===== src/rtl/srf_pkg.sv =====
`timescale 1ns/1ps
package srf_pkg;
  localparam int CMD_W = 3;

  typedef enum logic [CMD_W-1:0] {
    CMD_NOP  = 3'd0,
    CMD_PREA = 3'd1,
    CMD_SRE  = 3'd2,
    CMD_ZQCL = 3'd3
  } srf_cmd_e;

  typedef enum logic [3:0] {
    ST_NORM, ST_DRAIN, ST_PRE, ST_WRP, ST_ODTW, ST_SRE,
    ST_SR, ST_CKSRX, ST_XS, ST_ZQC, ST_ZQW, ST_FIN
  } srf_state_e;

  function automatic int unsigned max2(int unsigned a, int unsigned b);
    return (a > b) ? a : b;
  endfunction

  // a wait of N cycles loaded with N ends in the cycle where the count is 1
  function automatic logic last_cycle(int unsigned c);
    return c <= 1;
  endfunction

  function automatic int unsigned cnt_width(int unsigned maxv);
    return $clog2(maxv + 1);
  endfunction
endpackage


===== src/rtl/srf_timer.sv =====
`timescale 1ns/1ps
module srf_timer #(
  parameter int W = 8
) (
  input  logic         clk,
  input  logic         rst_n,
  input  logic         load,
  input  logic         dec,
  input  logic [W-1:0] load_val,
  output logic [W-1:0] cnt
);
  always_ff @(posedge clk) begin
    if (!rst_n)                 cnt <= '0;
    else if (load)              cnt <= load_val;
    else if (dec && cnt != '0)  cnt <= cnt - 1'b1;
  end
endmodule


===== src/rtl/srf_fsm.sv =====
`timescale 1ns/1ps
module srf_fsm
  import srf_pkg::*;
#(
  parameter int unsigned CW         = 10,
  parameter int unsigned PRE_WAIT   = 6,
  parameter int unsigned ODT_WAIT   = 4,
  parameter int unsigned MIN_LOW    = 5,
  parameter int unsigned CLK_ON_WAIT = 5,
  parameter int unsigned EXIT_WAIT  = 24,
  parameter int unsigned CAL_WAIT   = 32
) (
  input  logic          clk,
  input  logic          rst_n,
  input  logic          enter_req,
  input  logic          exit_req,
  input  logic          banks_open,
  input  logic          burst_busy,
  input  logic          odt_needed,
  input  logic          clk_alter,
  input  logic [CW-1:0] main_cnt,
  input  logic [CW-1:0] lock_cnt,
  output srf_state_e    st,
  output logic          main_load,
  output logic [CW-1:0] main_val,
  output logic          lock_load,
  output logic          alt_q,
  output logic          cke,
  output srf_cmd_e      cmd
);
  srf_state_e nxt;
  logic pend_q;
  logic main_end, lock_end, accept, leave_go;

  assign main_end = last_cycle(32'(main_cnt));
  assign lock_end = last_cycle(32'(lock_cnt));
  assign accept   = (st == ST_NORM) && enter_req;
  assign leave_go = (st == ST_SR) && (exit_req || pend_q) && main_end;

  function automatic logic [CW-1:0] dur(srf_state_e s);
    case (s)
      ST_WRP:   return CW'(PRE_WAIT);
      ST_ODTW:  return CW'(ODT_WAIT);
      ST_SR:    return CW'(MIN_LOW);
      ST_CKSRX: return CW'(CLK_ON_WAIT);
      ST_XS:    return CW'(EXIT_WAIT);
      ST_ZQW:   return CW'(CAL_WAIT);
      default:  return '0;
    endcase
  endfunction

  always_comb begin
    nxt = st;
    case (st)
      ST_NORM:  if (accept) nxt = ST_DRAIN;
      ST_DRAIN: if (!burst_busy)
                  nxt = banks_open ? ST_PRE : (odt_needed ? ST_ODTW : ST_SRE);
      ST_PRE:   nxt = ST_WRP;
      ST_WRP:   if (main_end) nxt = odt_needed ? ST_ODTW : ST_SRE;
      ST_ODTW:  if (main_end) nxt = ST_SRE;
      ST_SRE:   nxt = ST_SR;
      ST_SR:    if (leave_go) nxt = alt_q ? ST_CKSRX : ST_XS;
      ST_CKSRX: if (main_end) nxt = ST_XS;
      ST_XS:    if (main_end) nxt = ST_ZQC;
      ST_ZQC:   nxt = ST_ZQW;
      ST_ZQW:   if (main_end) nxt = lock_end ? ST_NORM : ST_FIN;
      ST_FIN:   if (lock_end) nxt = ST_NORM;
      default:  nxt = ST_NORM;
    endcase
  end

  assign main_load = (nxt != st);
  assign main_val  = dur(nxt);
  assign lock_load = (nxt == ST_XS) && (st != ST_XS);

  always_ff @(posedge clk) begin
    if (!rst_n) begin
      st     <= ST_NORM;
      pend_q <= 1'b0;
      alt_q  <= 1'b0;
    end else begin
      st     <= nxt;
      pend_q <= (st == ST_SR) ? ((pend_q | exit_req) & ~leave_go) : 1'b0;
      if (accept) alt_q <= clk_alter;
    end
  end

  always_comb begin
    case (st)
      ST_PRE:  cmd = CMD_PREA;
      ST_SRE:  cmd = CMD_SRE;
      ST_ZQC:  cmd = CMD_ZQCL;
      default: cmd = CMD_NOP;
    endcase
  end
  assign cke = !(st == ST_SRE || st == ST_SR || st == ST_CKSRX);

  // checker counters, separate from the sequencing logic
  logic [CW:0] low_cnt, since_pre;
  always_ff @(posedge clk) begin
    if (!rst_n) begin
      low_cnt   <= '0;
      since_pre <= '1;
    end else begin
      low_cnt   <= cke ? '0 : ((low_cnt == '1) ? low_cnt : low_cnt + 1'b1);
      since_pre <= (cmd == CMD_PREA) ? '0 :
                   ((since_pre == '1) ? since_pre : since_pre + 1'b1);
    end
  end


  cke_hold_chk: assert property (@(posedge clk) disable iff (!rst_n)
    ((st == ST_SRE) || (st == ST_SR && !leave_go)) |=> !cke);

  min_low_chk: assert property (@(posedge clk) disable iff (!rst_n)
    $rose(cke) |-> (32'(low_cnt) > MIN_LOW));

  sre_gap_chk: assert property (@(posedge clk) disable iff (!rst_n)
    (cmd == CMD_SRE) |-> (32'(since_pre) >= PRE_WAIT));
endmodule


===== src/rtl/srf_sequencer.sv =====
`timescale 1ns/1ps
module srf_sequencer
  import srf_pkg::*;
#(
  parameter int unsigned PRE_WAIT     = 6,
  parameter int unsigned ODT_WAIT     = 4,
  parameter int unsigned MIN_LOW      = 5,
  parameter int unsigned CLK_OFF_WAIT = 5,
  parameter int unsigned CLK_ON_WAIT  = 5,
  parameter int unsigned EXIT_WAIT    = 24,
  parameter int unsigned CAL_WAIT     = 32,
  parameter int unsigned LOCK_WAIT    = 96,
  parameter int unsigned VREF_WAIT    = 512
) (
  input  logic             clk,
  input  logic             rst_n,
  input  logic             enter_req,
  input  logic             exit_req,
  input  logic             banks_open,
  input  logic             burst_busy,
  input  logic             odt_needed,
  input  logic             clk_alter,
  input  logic             vref_ok,
  output logic [CMD_W-1:0] cmd,
  output logic             cke,
  output logic             odt_allow,
  output logic             sr_active,
  output logic             busy,
  output logic             ready_no_dll,
  output logic             ready_full,
  output logic             write_ok,
  output logic             clk_change_ok
);
  localparam int unsigned MAXV = max2(max2(max2(PRE_WAIT, ODT_WAIT), max2(MIN_LOW, CLK_OFF_WAIT)),
                                      max2(max2(CLK_ON_WAIT, EXIT_WAIT),
                                           max2(CAL_WAIT, max2(LOCK_WAIT, VREF_WAIT))));
  localparam int unsigned CW = cnt_width(MAXV);

  srf_state_e    st;
  srf_cmd_e      cmd_i;
  logic          main_load, lock_load, alt_q, cke_i;
  logic [CW-1:0] main_val, main_cnt, lock_cnt, off_cnt, vref_cnt;
  logic          sre_evt, vref_load, vref_done;

  srf_fsm #(
    .CW(CW), .PRE_WAIT(PRE_WAIT), .ODT_WAIT(ODT_WAIT), .MIN_LOW(MIN_LOW),
    .CLK_ON_WAIT(CLK_ON_WAIT), .EXIT_WAIT(EXIT_WAIT), .CAL_WAIT(CAL_WAIT)
  ) u_fsm (
    .clk(clk), .rst_n(rst_n), .enter_req(enter_req), .exit_req(exit_req),
    .banks_open(banks_open), .burst_busy(burst_busy), .odt_needed(odt_needed),
    .clk_alter(clk_alter), .main_cnt(main_cnt), .lock_cnt(lock_cnt),
    .st(st), .main_load(main_load), .main_val(main_val), .lock_load(lock_load),
    .alt_q(alt_q), .cke(cke_i), .cmd(cmd_i)
  );

  assign sre_evt   = (cmd_i == CMD_SRE);
  assign vref_load = sre_evt || (!vref_ok && vref_cnt != '0);
  assign vref_done = (vref_cnt == '0);

  srf_timer #(.W(CW)) u_main (.clk(clk), .rst_n(rst_n), .load(main_load), .dec(1'b1),
                              .load_val(main_val), .cnt(main_cnt));
  srf_timer #(.W(CW)) u_lock (.clk(clk), .rst_n(rst_n), .load(lock_load), .dec(1'b1),
                              .load_val(CW'(LOCK_WAIT)), .cnt(lock_cnt));
  srf_timer #(.W(CW)) u_off  (.clk(clk), .rst_n(rst_n), .load(sre_evt), .dec(1'b1),
                              .load_val(CW'(CLK_OFF_WAIT)), .cnt(off_cnt));
  srf_timer #(.W(CW)) u_vref (.clk(clk), .rst_n(rst_n), .load(vref_load), .dec(vref_ok),
                              .load_val(CW'(VREF_WAIT)), .cnt(vref_cnt));

  assign cmd           = cmd_i;
  assign cke           = cke_i;
  assign sr_active     = !cke_i;
  assign ready_full    = (st == ST_NORM);
  assign ready_no_dll  = (st == ST_NORM) || (st == ST_ZQW) || (st == ST_FIN);
  assign odt_allow     = ready_full;
  assign busy          = !(st == ST_NORM || st == ST_SR);
  assign write_ok      = ready_full && vref_done;
  assign clk_change_ok = (st == ST_SR) && alt_q && (off_cnt == '0);

  logic zq_seen;
  always_ff @(posedge clk) begin
    if (!rst_n)                  zq_seen <= 1'b0;
    else if (cmd_i == CMD_ZQCL)  zq_seen <= 1'b1;
    else if (sre_evt)            zq_seen <= 1'b0;
  end


  odt_off_chk: assert property (@(posedge clk) disable iff (!rst_n)
    !cke |-> !odt_allow);

  zq_first_chk: assert property (@(posedge clk) disable iff (!rst_n)
    $rose(ready_full) |-> zq_seen);

  ready_order_chk: assert property (@(posedge clk) disable iff (!rst_n)
    ready_full |-> ready_no_dll);
endmodule


===== config.mk =====
export PLATFORM = sky130hd
export DESIGN_NAME = srf_sequencer
export DESIGN_NICKNAME = d
export VERILOG_FILES = /design/src/rtl/srf_pkg.sv /design/src/rtl/srf_timer.sv /design/src/rtl/srf_fsm.sv /design/src/rtl/srf_sequencer.sv
export SDC_FILE = /design/constraint.sdc
export NUM_CORES = 1
export LEC_CHECK = 0
export CELL_PAD_IN_SITES_DETAIL_PLACEMENT = 1
export CELL_PAD_IN_SITES_GLOBAL_PLACEMENT = 1
export CORE_ASPECT_RATIO = 0.9
export CORE_MARGIN = 2
export CORE_UTILIZATION = 46
export CTS_BUF_LIST = sky130_fd_sc_hd__clkbuf_16
export DETAILED_ROUTE_END_ITERATION = 8
export PLACE_DENSITY_LB_ADDON = 0.25
export SETUP_SLACK_MARGIN = 0.5
export SYNTH_ARGS = -nofsm -noshare
export SYNTH_HDL_FRONTEND = slang
export SYNTH_HIERARCHICAL = 1
export SYNTH_SLANG_ARGS = --single-unit
export TNS_END_PERCENT = 20

===== constraint.sdc =====
create_clock -name clk -period 3.3 [get_ports clk]
set_input_delay 0.66 -clock clk [delete_from_list [all_inputs] [get_ports clk]]
set_output_delay 0.66 -clock clk [all_outputs]
set_load 0.02 [all_outputs]

# Word level (Yosys, flattened, before mapping)
# Cells that the tools add are included.
# word_totals
ff_bits,46
input_bits,9
elab_cells,99
# classes
addsub,4
n_lt_le_gt_ge,2
eq_ne,20
n_mux,24
bitwise_logic,4
reduce_logical,35
# op_table
operator,n
4-bit 2-to-1 mux,12
4-bit case mux with 12 select lines,1
10-bit 2-to-1 mux,4
10-bit nonzero test,4
"10-bit by 1-bit subtractor with 10-bit output, second input constant",4
6-bit case mux with 5 select lines,1
"4-bit by 3-bit equality test with 1-bit output, second input constant",7
"4-bit equality test, second input constant",6
"10-bit by 1-bit less-or-equal comparator with 1-bit output, second input constant",2
10-bit logical NOT,2
7-bit 2-to-1 mux,2
"4-bit by 2-bit equality test with 1-bit output, second input constant",3
1-bit logical AND,9
2-bit nonzero test,4
2-bit OR reduction,4
1-bit logical OR,7
3-bit 2-to-1 mux,2
2-bit case mux with 3 select lines,1
"4-bit by 1-bit equality test with 1-bit output, second input constant",1
4-bit logical NOT,1
4-bit inequality test,1
"4-bit inequality test, second input constant",1
"3-bit by 2-bit equality test with 1-bit output, second input constant",1
1-bit logical NOT,3
5 further kinds,6

# Logic depth before layout (Yosys ltp)
# Gate-level depths: netlist of run 1.
# depth
ltp_word,9
ltp_mapped,12

# By module
# Netlist of run 1, hierarchy kept.
# by_module_without_submodules
mod,n_inst,cells_per_inst,area_per_inst_um2,seq_area_each_um2
srf_timer at u_lock ...,3,82,675.6,200.2
srf_fsm,1,117,828.3,120.1
srf_timer at u_vref,1,68,606.8,200.2
srf_sequencer,1,22,152.6,0.0

# Worst setup path before layout of run 1
# No wires, ideal clock.
# synth_timing
path_type,register to register
start,register u_fsm.st[3]
end,register u_vref.cnt[4]
arrival_ps,2603
setup_slack_ps,581
path_stages_with_launch,10
n_path_buf,3
cell_sequence,dfxtp_1 > buf_6 > clkbuf_1 > xnor2_1 > nor3_1 > nor3b_1 > or2_1 > inv_2 > clkbuf_1 > o211a_1
# synth_via
elab_chain_len,5
# synth_rtl
item,line_no,rtl
from (decl),srf_fsm.sv:23,"output srf_state_e st,"
from (signal assigned),srf_fsm.sv:82,st <= nxt;
4-bit equality test (tied with other cells),srf_fsm.sv:89,case (st)
2-bit case mux with 3 select lines *,srf_fsm.sv:89,
via cmd[1],srf_sequencer.sv:24,"output logic [CMD_W-1:0] cmd,"
3-bit by 2-bit equality test with 1-bit output *,srf_sequencer.sv:56,assign sre_evt = (cmd_i == CMD_SRE);
via sre_evt,srf_sequencer.sv:43,"logic sre_evt, vref_load, vref_done;"
1-bit logical OR *,srf_sequencer.sv:57,assign vref_load = sre_evt || (!vref_ok && vref_cnt != '0);
via vref_load,srf_sequencer.sv:43,
2-bit OR reduction (no line) *,n/a,
to (signal assigned),srf_timer.sv:14,else if (load) cnt <= load_val;
to (signal assigned),srf_timer.sv:15,else if (dec && cnt != '0) cnt <= cnt - 1'b1;
to (decl),srf_timer.sv:10,output logic [W-1:0] cnt
# The timed path passes the listed nets; every way through them passes the cells marked *.
# A chain may end at the register's enable or synchronous reset.

# Worst setup path in the final report of run 1
# layout_timing
start,input port exit_req
end,register u_main.cnt[4]
# layout_rtl
item,line_no,rtl
from (decl),srf_sequencer.sv:18,"input logic exit_req,"
1-bit logical OR *,srf_fsm.sv:38,assign leave_go = (st == ST_SR) && (exit_req || pend_q) && main_end;
1-bit logical AND * (2 in series),srf_fsm.sv:38,
4-bit 2-to-1 mux *,srf_fsm.sv:62,ST_SR: if (leave_go) nxt = alt_q ? ST_CKSRX : ST_XS;
4-bit case mux with 12 select lines *,srf_fsm.sv:54,case (st)
4-bit inequality test *,srf_fsm.sv:72,assign main_load = (nxt != st);
via main_load,srf_sequencer.sv:41,"logic main_load, lock_load, alt_q, cke_i;"
10-bit 2-to-1 mux / 2-bit nonzero test (equally long branches),n/a,
to (signal assigned),srf_timer.sv:14,
to (signal assigned),srf_timer.sv:15,
to (decl),srf_timer.sv:10,
# Marked as above.

==> results of run 1 <==
[worst max-delay path, delay by kind of cell]
family,cells,cell delay (ps)
compound gates,6,840
simple gates,2,360
buf+inv,4,1030
[state kept, by name (all words and copies together) (netlist names)]
name and count:
u_lock/cnt 10, u_main/cnt 10, u_fsm/st 4, u_fsm/alt_q 1, u_off/cnt 10, u_fsm/pend_q 1, u_vref/cnt 10
[stage by stage]
stage               instance area, um2  setup TNS (ps)
CTS                               4089               0
detailed placement                3945          -50.35
finish                            4185               0
global placement                  3945               0
floorplan                         3746               0
global route                      4185               0
[final cells by class]
type,count,area [um2],share of cell area [%]
inverter,21,82.58,1.973
clock inverter,3,12.51,0.2990
timing repair buffer,29,281.5,6.726
multi-input combinational,389,2624,62.69
timing repair inverter,1,7.507,0.1794
tap,96,120.1,2.870
sequential,46,932.1,22.27
clock buffer,5,125.1,2.990
[power by group]
| part | internal, mW | switching [mW] | total, mW | leakage (nW) |
|---|---|---|---|---|
| combinational | 0.690 | 1.01 | 1.70 | 1.08 |
| sequential | 0.708 | 0.276 | 0.984 | 0.381 |
| clock | 0.275 | 0.220 | 0.495 | 0.0724 |
[worst paths after layout]
check	startpoint	to	cells past startpoint
setup / recovery	exit_req	u_main/cnt[4]	12
setup reg to reg	u_main/cnt[5]	u_main/cnt[4]	11
hold / removal	u_off/cnt[4]	u_off/cnt[4]	2
hold reg to reg	u_off/cnt[4]	u_off/cnt[4]	2
[cell usage in the layout, fill, tap and decap left out, types with 4 or more instances in the layout]
master,n
or4_1,4
nor3_1,17
nand3b_1,11
nor2_1,27
clkdlybuf4s50_1,17
nor4b_1,10
or3b_2,6
o31ai_1,14
dfxtp_1,41
o41ai_1,7
a211oi_1,4
a21oi_1,17
a311oi_1,7
or3_1,10
and3_1,4
a31oi_1,19
nand2_1,15
nor2b_1,11
xnor2_1,5
nor4_2,4
nand3_1,12
nand2b_1,8
o21ai_0,37
ha_1,4
conb_1,38
or2_2,4
o2111ai_1,4
buf_4,8
inv_1,20
clkbuf_16,5
o31a_1,4
nor3b_1,9
nor4_1,9
nand4_1,7
[layer usage]
| metal | share of wire [%] | vias to the layer above | global-route usage, % |
|---|---|---|---|
| li1 | - | 1808 | - |
| met5 | 0 | - | 0 |
| met3 | 3.8 | 16 | 3.990 |
| met4 | 1.4 | 0 | 5.682 |
| met1 | 46 | 1858 | 35.58 |
| met2 | 49 | 91 | 44.26 |
[logic make-up after synthesis]
logic type                 after synthesis
buffers and inverters                   53
adders and majority gates                4
muxes                                    4
xor gates and xnor gates                 7
AOI/OAI and AO/OA                      147
other                                    3
DFF                                     46
and+or+nand+nor                        189
[what timing repair did]
action / CTS / global route
resized for setup: 3 / 24
setup endpoints to repair: 12 / 13
pin swaps: 0 / 3
cloned: 0 / 2
buffers inserted: 0 / 1
hold buffers: 0 / 0
==> impl_metrics.json, run 1 <==
{
  "outcome": "complete, no violations",
  "dr.pass1.iters": 4,
  "synthSimpleGateAreaFrac_pct": 33.44,
  "grt_max_degree": 28,
  "wire_per_inst_um": 18.58,
  "synth_top_area_share_pct": 25.48,
  "cp.arrival_ps": 2900,
  "tightestPinTransition_ps": 759.3,
  "synth_area_leaders": "dfxtp_1 25%, o21ai_0 5.4%, a31oi_1 3.3%",
  "ys_warn_count": 6,
  "synth_xor_area_share_pct": 1.696,
  "avgSynthCellArea_um2": 7.980,
  "cap_violations": 0,
  "detail-route-antenna-nets": 0,
  "via_per_inst": 6.395,
  "drc": 0,
  "ios": 20,
  "hp-class": "reg -> reg",
  "synthAdderAreaFrac_pct": 1.385,
  "layout_min_cycle_time_ps": 2731,
  "gp_congestion": 0.8890,
  "power_mw": 3.176,
  "finalMaxSlewViolations": 0,
  "synth.distinct_cells": 73,
  "fin_crit_sh_pct": 82.76,
  "post-place-ws_ps": -50.35,
  "clkLatencyLatePin_ps": 290,
  "synth_edf_count": 0,
  "synth_top_family_by_area": "simple AND/OR/NAND/NOR gates",
  "antenna_found_initial": 0,
  "final-hold-violation-count": 0,
  "p_leak_nw": 1.538,
  "grt_setup_unrepaired": "true",
  "overflow": 0,
  "worst_slack_ps": 568.9,
  "async_flop_share_pct": 0,
  "ys_ff_latch": 46,
  "setup_viol": 0,
  "fmaxAchievable_mhz": 366.1,
  "path_class": "in -> reg",
  "clock_skew_ps": 8.744,
  "crit_path_max_incr_delay_ps": 530,
  "cp-end-kind": "flop",
  "num_vias": 3773,
  "root_buffer": "clkbuf_16",
  "cp_cell_sequence": "clkdlybuf4s50_1 > nor2_4 > nor4b_4 > a2111oi_2 > a41oi_2 > a32oi_2 > o21ai_2 > buf_6 > clkinvlp_4 > buf_4 > o21ai_0 > a31oi_1",
  "dp_hpwl_mm": 7.563,
  "cts-buffers-inserted": 5,
  "drive_above_1_share_pct": 12.96,
  "clk_pin_slew_ps": 70,
  "clock_path_buffers": 2,
  "chipWidth_um": 97.44,
  "cts_sinks": 46,
  "area_growth_pct": 15.78,
  "dp.cells": 579,
  "stdcell_count": 590,
  "antennaDiodeCount": 0,
  "grt_pass1_wl_mm": 18.71,
  "ir_drop_uv": 419.2,
  "synthFlopType": "dfxtp_1",
  "wl_mm": 10.96,
  "start_util_pct": 47.67,
  "nets": 506,
  "synth_compound_area_share_pct": 29.32,
  "die-area_um2": 8584,
  "synthMuxAreaShare_pct": 1.177,
  "yosys-top-cells-count": "46 x dfxtp_1, 39 x o21ai_0, 28 x nor2_1",
  "cp_max_fo": 7,
  "yosysMostFrequentCell": "dfxtp_1",
  "slew_headroom_pct": 48.99,
  "cpMaxStageDelayCell": "clkdlybuf4s50_1",
  "gr-usage-all-layers_pct": 26.08,
  "startpoint_type": "primary input",
  "cts_tree": "built",
  "die_y_um": 88.10,
  "grt_pass1_vias": 3709,
  "nFillCells": 941,
  "p_per_area_nw_per_um2": 758.9,
  "rows": 30,
  "seq_area_frac_synth_pct": 25.48,
  "yosys.area.top_type": "dfxtp_1",
  "port_buffers": 18,
  "holdWs_ps": 517.4,
  "crit_required_ps": 3470,
  "fin_util_pct": 55.20,
  "htree_levels": 2,
  "drt_iter0_markers": 211,
  "coreArea_um2": 7582,
  "r2r_slack_ps": 680,
  "synth_area_um2": 3615,
  "synth_cells": 453
}
(Power assumes the default switching activity.)
==> inputs of run 2 (changes only) <==
==> constraint.sdc (replaced) <==
create_clock -name clk -period 2.8 [get_ports clk]
set_input_delay 0.56 -clock clk [delete_from_list [all_inputs] [get_ports clk]]
set_output_delay 0.56 -clock clk [all_outputs]
set_load 0.02 [all_outputs]
==> impl_metrics.json, run 2 (synthesized netlist as in run 1, its figures left out) <==
{
  "crit_path_max_incr_delay_ps": 430,
  "coreArea_um2": 7582,
  "port_buffers": 18,
  "drive_above_1_share_pct": 26.18,
  "cap_violations": 0,
  "setup_viol": 1,
  "dp_hpwl_mm": 8.130,
  "stdcell_count": 627,
  "num_vias": 4359,
  "detail-route-antenna-nets": 0,
  "p_per_area_nw_per_um2": 941.6,
  "cts_tree": "built",
  "power_frac_clock_pct": 13.6,
  "cts-buffers-inserted": 5,
  "crit_required_ps": 2970,
  "final-hold-violation-count": 0,
  "outcome": "finished, violations left",
  "p_seq_share_pct": 26.6,
  "grt_pass1_wl_mm": 20.89,
  "ios": 20,
  "switching_share_pct": 49.69,
  "slew_headroom_pct": 49.36,
  "cp-end-kind": "flop",
  "clkLatencyLatePin_ps": 300,
  "wire_per_inst_um": 25.21,
  "die_y_um": 88.10,
  "clock_path_buffers": 2,
  "nFillCells": 907,
  "antenna_found_initial": 0,
  "path_class": "reg -> reg",
  "antennaDiodeCount": 0,
  "grt_setup_unrepaired": "true",
  "dp.cells": 593,
  "hp-class": "reg -> reg",
  "p_switching_mw": 2.207,
  "drt_iter0_markers": 412,
  "root_buffer": "clkbuf_16",
  "die-area_um2": 8584,
  "chipWidth_um": 97.44,
  "post-place-ws_ps": -291.9,
  "power_mw": 4.441,
  "wl_mm": 15.81,
  "multi_input_area_um2": 2818,
  "grt_pass1_vias": 3926,
  "clock_skew_ps": 13.58,
  "fmaxAchievable_mhz": 355.0,
  "htree_levels": 2,
  "pwr-share-comb_pct": 59.7,
  "p_leak_nw": 1.786,
  "path_delay_family": "compound AO/OA/AOI/OAI gates",
  "drc": 0,
  "grt_max_degree": 50,
  "hold_buffers": 0,
  "start_util_pct": 47.67,
  "overflow": 0,
  "mostFrequentLayoutCell": "conb_1",
  "cp.arrival_ps": 2990,
  "fin_util_pct": 62.19,
  "gr-usage-all-layers_pct": 30.22,
  "cpMaxStageDelayCell": "a311oi_2",
  "layout_min_cycle_time_ps": 2817,
  "clk_pin_slew_ps": 70,
  "finalMaxSlewViolations": 0,
  "r2r_slack_ps": -20,
  "layout_common_cells": "38 x conb_1, 37 x buf_4, 31 x o21ai_0, 31 x dfxtp_1, 23 x nor2_1",
  "internal-power_mw": 2.234,
  "gp_congestion": 0.9185,
  "violations": "setup timing",
  "cp_cell_sequence": "buf_4 > nand2b_1 > a311oi_2 > nor2_1 > o21a_1 > o21ai_2 > buf_6 > clkinvlp_4 > o21ai_0 > a31oi_1",
  "startpoint_type": "flop",
  "ir_drop_uv": 423.6,
  "rows": 30,
  "dr.pass1.iters": 6,
  "via_per_inst": 6.952,
  "nets": 543,
  "area_growth_pct": 30.46,
  "cp_max_fo": 10,
  "fin_crit_sh_pct": 100.6,
  "path_buf_inv": 3,
  "ff_latch_area_um2": 957.2,
  "worst_slack_ps": -16.96,
  "tns_ps": -16.96,
  "cts_sinks": 46,
  "tightestPinTransition_ps": 753.8
}
==> run 2: changes by cell type in the layout (fill, tap and decap cells not counted), sizes merged <==
cell,delta
and3,+1
clkdlybuf4s15,+1
clkbuf,-1
clkdlybuf4s50,-7
buf,+38
dlygate4sd2,+5
==> run 2: path summary, 6_finish.rpt <==
| check | depth (start not counted) | to | startpoint |
|---|---|---|---|
| max | 10 | u_main/cnt[5] | u_fsm/st[3] |
| min | 2 | u_main/cnt[8] | u_main/cnt[8] |
| max reg2reg | 10 | u_main/cnt[5] | u_fsm/st[3] |
| min reg2reg | 2 | u_main/cnt[8] | u_main/cnt[8] |
==> run 2: layout make-up <==
| class | count | area share [%] |
|---|---|---|
| Tap cell | 96 | 2.547 |
| Clock inverter | 3 | 0.2653 |
| Clock buffer | 5 | 2.653 |
| Multi-Input combinational cell | 390 | 59.75 |
| Timing Repair Buffer | 65 | 12.58 |
| Sequential cell | 46 | 20.30 |
| Timing Repair inverter | 1 | 0.1592 |
| Inverter | 21 | 1.751 |
==> run 2: power by group through the flow <==
stage               logic, mW  registers [mW]  clock network (mW)
finish                   2.65            1.18               0.606
detailed placement       2.05            1.10                   0
global route             2.79            1.20               0.631
floorplan                1.52            1.05                   0
CTS                      2.26            1.12               0.590
global placement         1.95            1.09                   0
==> run 2: through the flow <==
stage,cell area [um2],hold WS [ps]
global placement,4094,499.3
CTS,4478,530.1
global route,4716,601.2
detailed placement,4094,509.3
floorplan,3782,482.4
finish,4716,571.1
==> run 2: per-layer routing <==
metal,vias up,track usage (%),share of wire [%]
met5,-,0,0
met4,0,9.722,5.6
met3,95,5.108,8.3
met2,291,53.10,47
met1,2070,38.32,39
li1,1903,-,-
==> run 2: what timing repair did <==
| item | in CTS | in global routing |
|---|---|---|
| gates resized for setup | 52 | 46 |
| gates cloned | 3 | 0 |
| pin swaps | 19 | 14 |
| endpoints found under the setup margin | 20 | 35 |
| buffers inserted | 13 | 10 |
==> run 2: worst register-to-register path: cells and delay by family (launching register included) <==
| kind | cells | cell delay (ps) |
|---|---|---|
| and+or+nand+nor | 2 | 300 |
| AOI/OAI and AO/OA | 5 | 1370 |
| buffers and inverters | 3 | 620 |
| DFF | 1 | 410 |
==> inputs of run 3 (changes only) <==
--- a/config.mk
+++ b/config.mk
@@ -5,11 +5,12 @@
 export SDC_FILE = /design/constraint.sdc
 export NUM_CORES = 1
 export LEC_CHECK = 0
+export CAP_MARGIN = 10
 export CELL_PAD_IN_SITES_DETAIL_PLACEMENT = 1
 export CELL_PAD_IN_SITES_GLOBAL_PLACEMENT = 1
 export CORE_ASPECT_RATIO = 0.9
 export CORE_MARGIN = 2
-export CORE_UTILIZATION = 46
+export CORE_UTILIZATION = 49
 export CTS_BUF_LIST = sky130_fd_sc_hd__clkbuf_16
 export DETAILED_ROUTE_END_ITERATION = 8
 export PLACE_DENSITY_LB_ADDON = 0.25
==> constraint.sdc (replaced) <==
create_clock -name clk -period 3.65 [get_ports clk]
set_input_delay 0.73 -clock clk [delete_from_list [all_inputs] [get_ports clk]]
set_output_delay 0.73 -clock clk [all_outputs]
set_load 0.005 [all_outputs]
==> impl_metrics.json, run 3 (synthesized netlist as in run 1, its figures left out) <==
{
  "slew_headroom_pct": 50.55,
  "crit_path_max_incr_delay_ps": 430,
  "r2r_slack_ps": 790,
  "startpoint_type": "primary input",
  "root_buffer": "clkbuf_16",
  "detail-route-antenna-nets": 0,
  "holdWs_ps": 530.0,
  "nets": 502,
  "grt_setup_unrepaired": "true",
  "worst_slack_ps": 686.5,
  "internal-power_mw": 1.487,
  "wl_mm": 10.54,
  "tightestPinTransition_ps": 736.2,
  "drc": 0,
  "layout_common_cells": "46 x dfxtp_1, 39 x o21ai_0, 38 x conb_1, 27 x nor2_1, 21 x inv_1",
  "path_buf_inv": 2,
  "cts-buffers-inserted": 5,
  "via_per_inst": 6.352,
  "pwr-share-comb_pct": 52.1,
  "gr-usage-all-layers_pct": 27.18,
  "drt_iter0_markers": 155,
  "tns_ps": 0,
  "antenna_found_initial": 0,
  "outcome": "complete, no violations",
  "p_per_area_nw_per_um2": 688.0,
  "port_buffers": 18,
  "fin_crit_sh_pct": 81.19,
  "cp_max_fo": 12,
  "grt_pass1_wl_mm": 18.06,
  "cp.arrival_ps": 3150,
  "p_leak_nw": 1.495,
  "worst_hold_path.num_cells": 2,
  "p_switching_mw": 1.315,
  "power_frac_clock_pct": 16.6,
  "nFillCells": 917,
  "num_vias": 3703,
  "clkLatencyLatePin_ps": 290,
  "cap_violations": 0,
  "overflow": 0,
  "rows": 29,
  "layout_min_cycle_time_ps": 2964,
  "wire_per_inst_um": 18.09,
  "cp_cell_sequence": "clkdlybuf4s50_1 > nor2_2 > nor4b_4 > a2111oi_2 > a41oi_2 > a32oi_1 > o21ai_0 > inv_1 > o21ai_0 > a311oi_1",
  "final-hold-violation-count": 0,
  "finalMaxSlewViolations": 0,
  "path_delay_family": "compound AO/OA/AOI/OAI gates",
  "area_growth_pct": 12.63,
  "path_class": "in -> reg",
  "worstSetupPathDepth": 10,
  "cp_common_cell": "o21ai_0",
  "coreArea_um2": 7112,
  "crit_required_ps": 3840,
  "hp-class": "reg -> reg",
  "post-place-ws_ps": 283.1,
  "ir_drop_uv": 391.7,
  "clock_path_buffers": 2,
  "cts_tree": "built",
  "dp_hpwl_mm": 7.449,
  "dr.pass1.iters": 4,
  "grt_max_degree": 50,
  "grt_pass1_vias": 3764,
  "cts_sinks": 46,
  "mostFrequentLayoutCell": "dfxtp_1",
  "hold_buffers": 0,
  "cp-end-kind": "flop",
  "die_y_um": 85.48,
  "setup_viol": 0,
  "fmaxAchievable_mhz": 337.4,
  "drive_above_1_share_pct": 9.796,
  "clk_pin_slew_ps": 80,
  "worst_r2r_path_depth": 11,
  "gp_congestion": 0.8687,
  "switching_share_pct": 46.93,
  "cpMaxStageDelayCell": "clkdlybuf4s50_1",
  "htree_levels": 2,
  "clock_skew_ps": 11.40,
  "chipWidth_um": 94.54,
  "antennaDiodeCount": 0,
  "start_util_pct": 50.83,
  "p_seq_share_pct": 31.3,
  "ios": 20,
  "die-area_um2": 8081
}
==> run 3: tightest hold or removal path: cells and delay by family (launching register included) <==
family / cells / cell delay [ps]
flops: 1 / 330
compound gates: 2 / 150
==> run 3: what timing repair did <==
| item | in CTS | in global routing |
|---|---|---|
| setup buffers | 0 | 0 |
| gates resized for setup | 0 | 2 |
| setup endpoints to repair | 0 | 5 |
==> run 3: final cells by class <==
class | count | area (um2) | area share, %
Timing Repair Buffer | 26 | 240.2 | 5.900
Multi-Input combinational cell | 389 | 2572 | 63.18
Clock buffer | 5 | 125.1 | 3.073
Tap cell | 93 | 116.4 | 2.858
Sequential cell | 46 | 920.9 | 22.62
Clock inverter | 3 | 17.52 | 0.4302
Inverter | 21 | 78.83 | 1.936
==> run 3: power groups by stage <==
| stage | registers [mW] | clock network (mW) | logic [mW] |
|---|---|---|---|
| 2_1_floorplan | 0.807 | 0 | 1.14 |
| 3_3_place_gp | 0.869 | 0 | 1.36 |
| 3_5_place_dp | 0.878 | 0 | 1.41 |
| 4_1_cts | 0.870 | 0.467 | 1.43 |
| 5_1_grt | 0.902 | 0.493 | 1.63 |
| 6_report | 0.878 | 0.466 | 1.46 |
==> run 3: worst paths after layout <==
kind | from | endpoint
max reg2reg | u_fsm/st[0] | u_main/cnt[0]
min reg2reg | u_off/cnt[4] | u_off/cnt[4]
min | u_off/cnt[4] | u_off/cnt[4]
max | exit_req | u_main/cnt[1]
==> run 3: through the flow <==
stage / power [mW] / util, % / instance area (um2) / std cells
finish: 2.801 / 57.25 / 4071 / 583
global placement: 2.229 / 55.14 / 3921 / 575
global route: 3.024 / 57.25 / 4071 / 583
detailed placement: 2.290 / 55.14 / 3921 / 575
floorplan: 1.947 / - / 3746 / 488
CTS: 2.766 / 57.14 / 4064 / 583
==> run 3: routing by layer <==
metal | global-route usage [%] | part of all wire [%] | vias up
li1 | - | - | 1805
met1 | 37.30 | 49 | 1827
met2 | 45.52 | 48 | 58
met3 | 3.375 | 2.5 | 13
met4 | 6.456 | 0.95 | 0
met5 | 0 | 0 | -
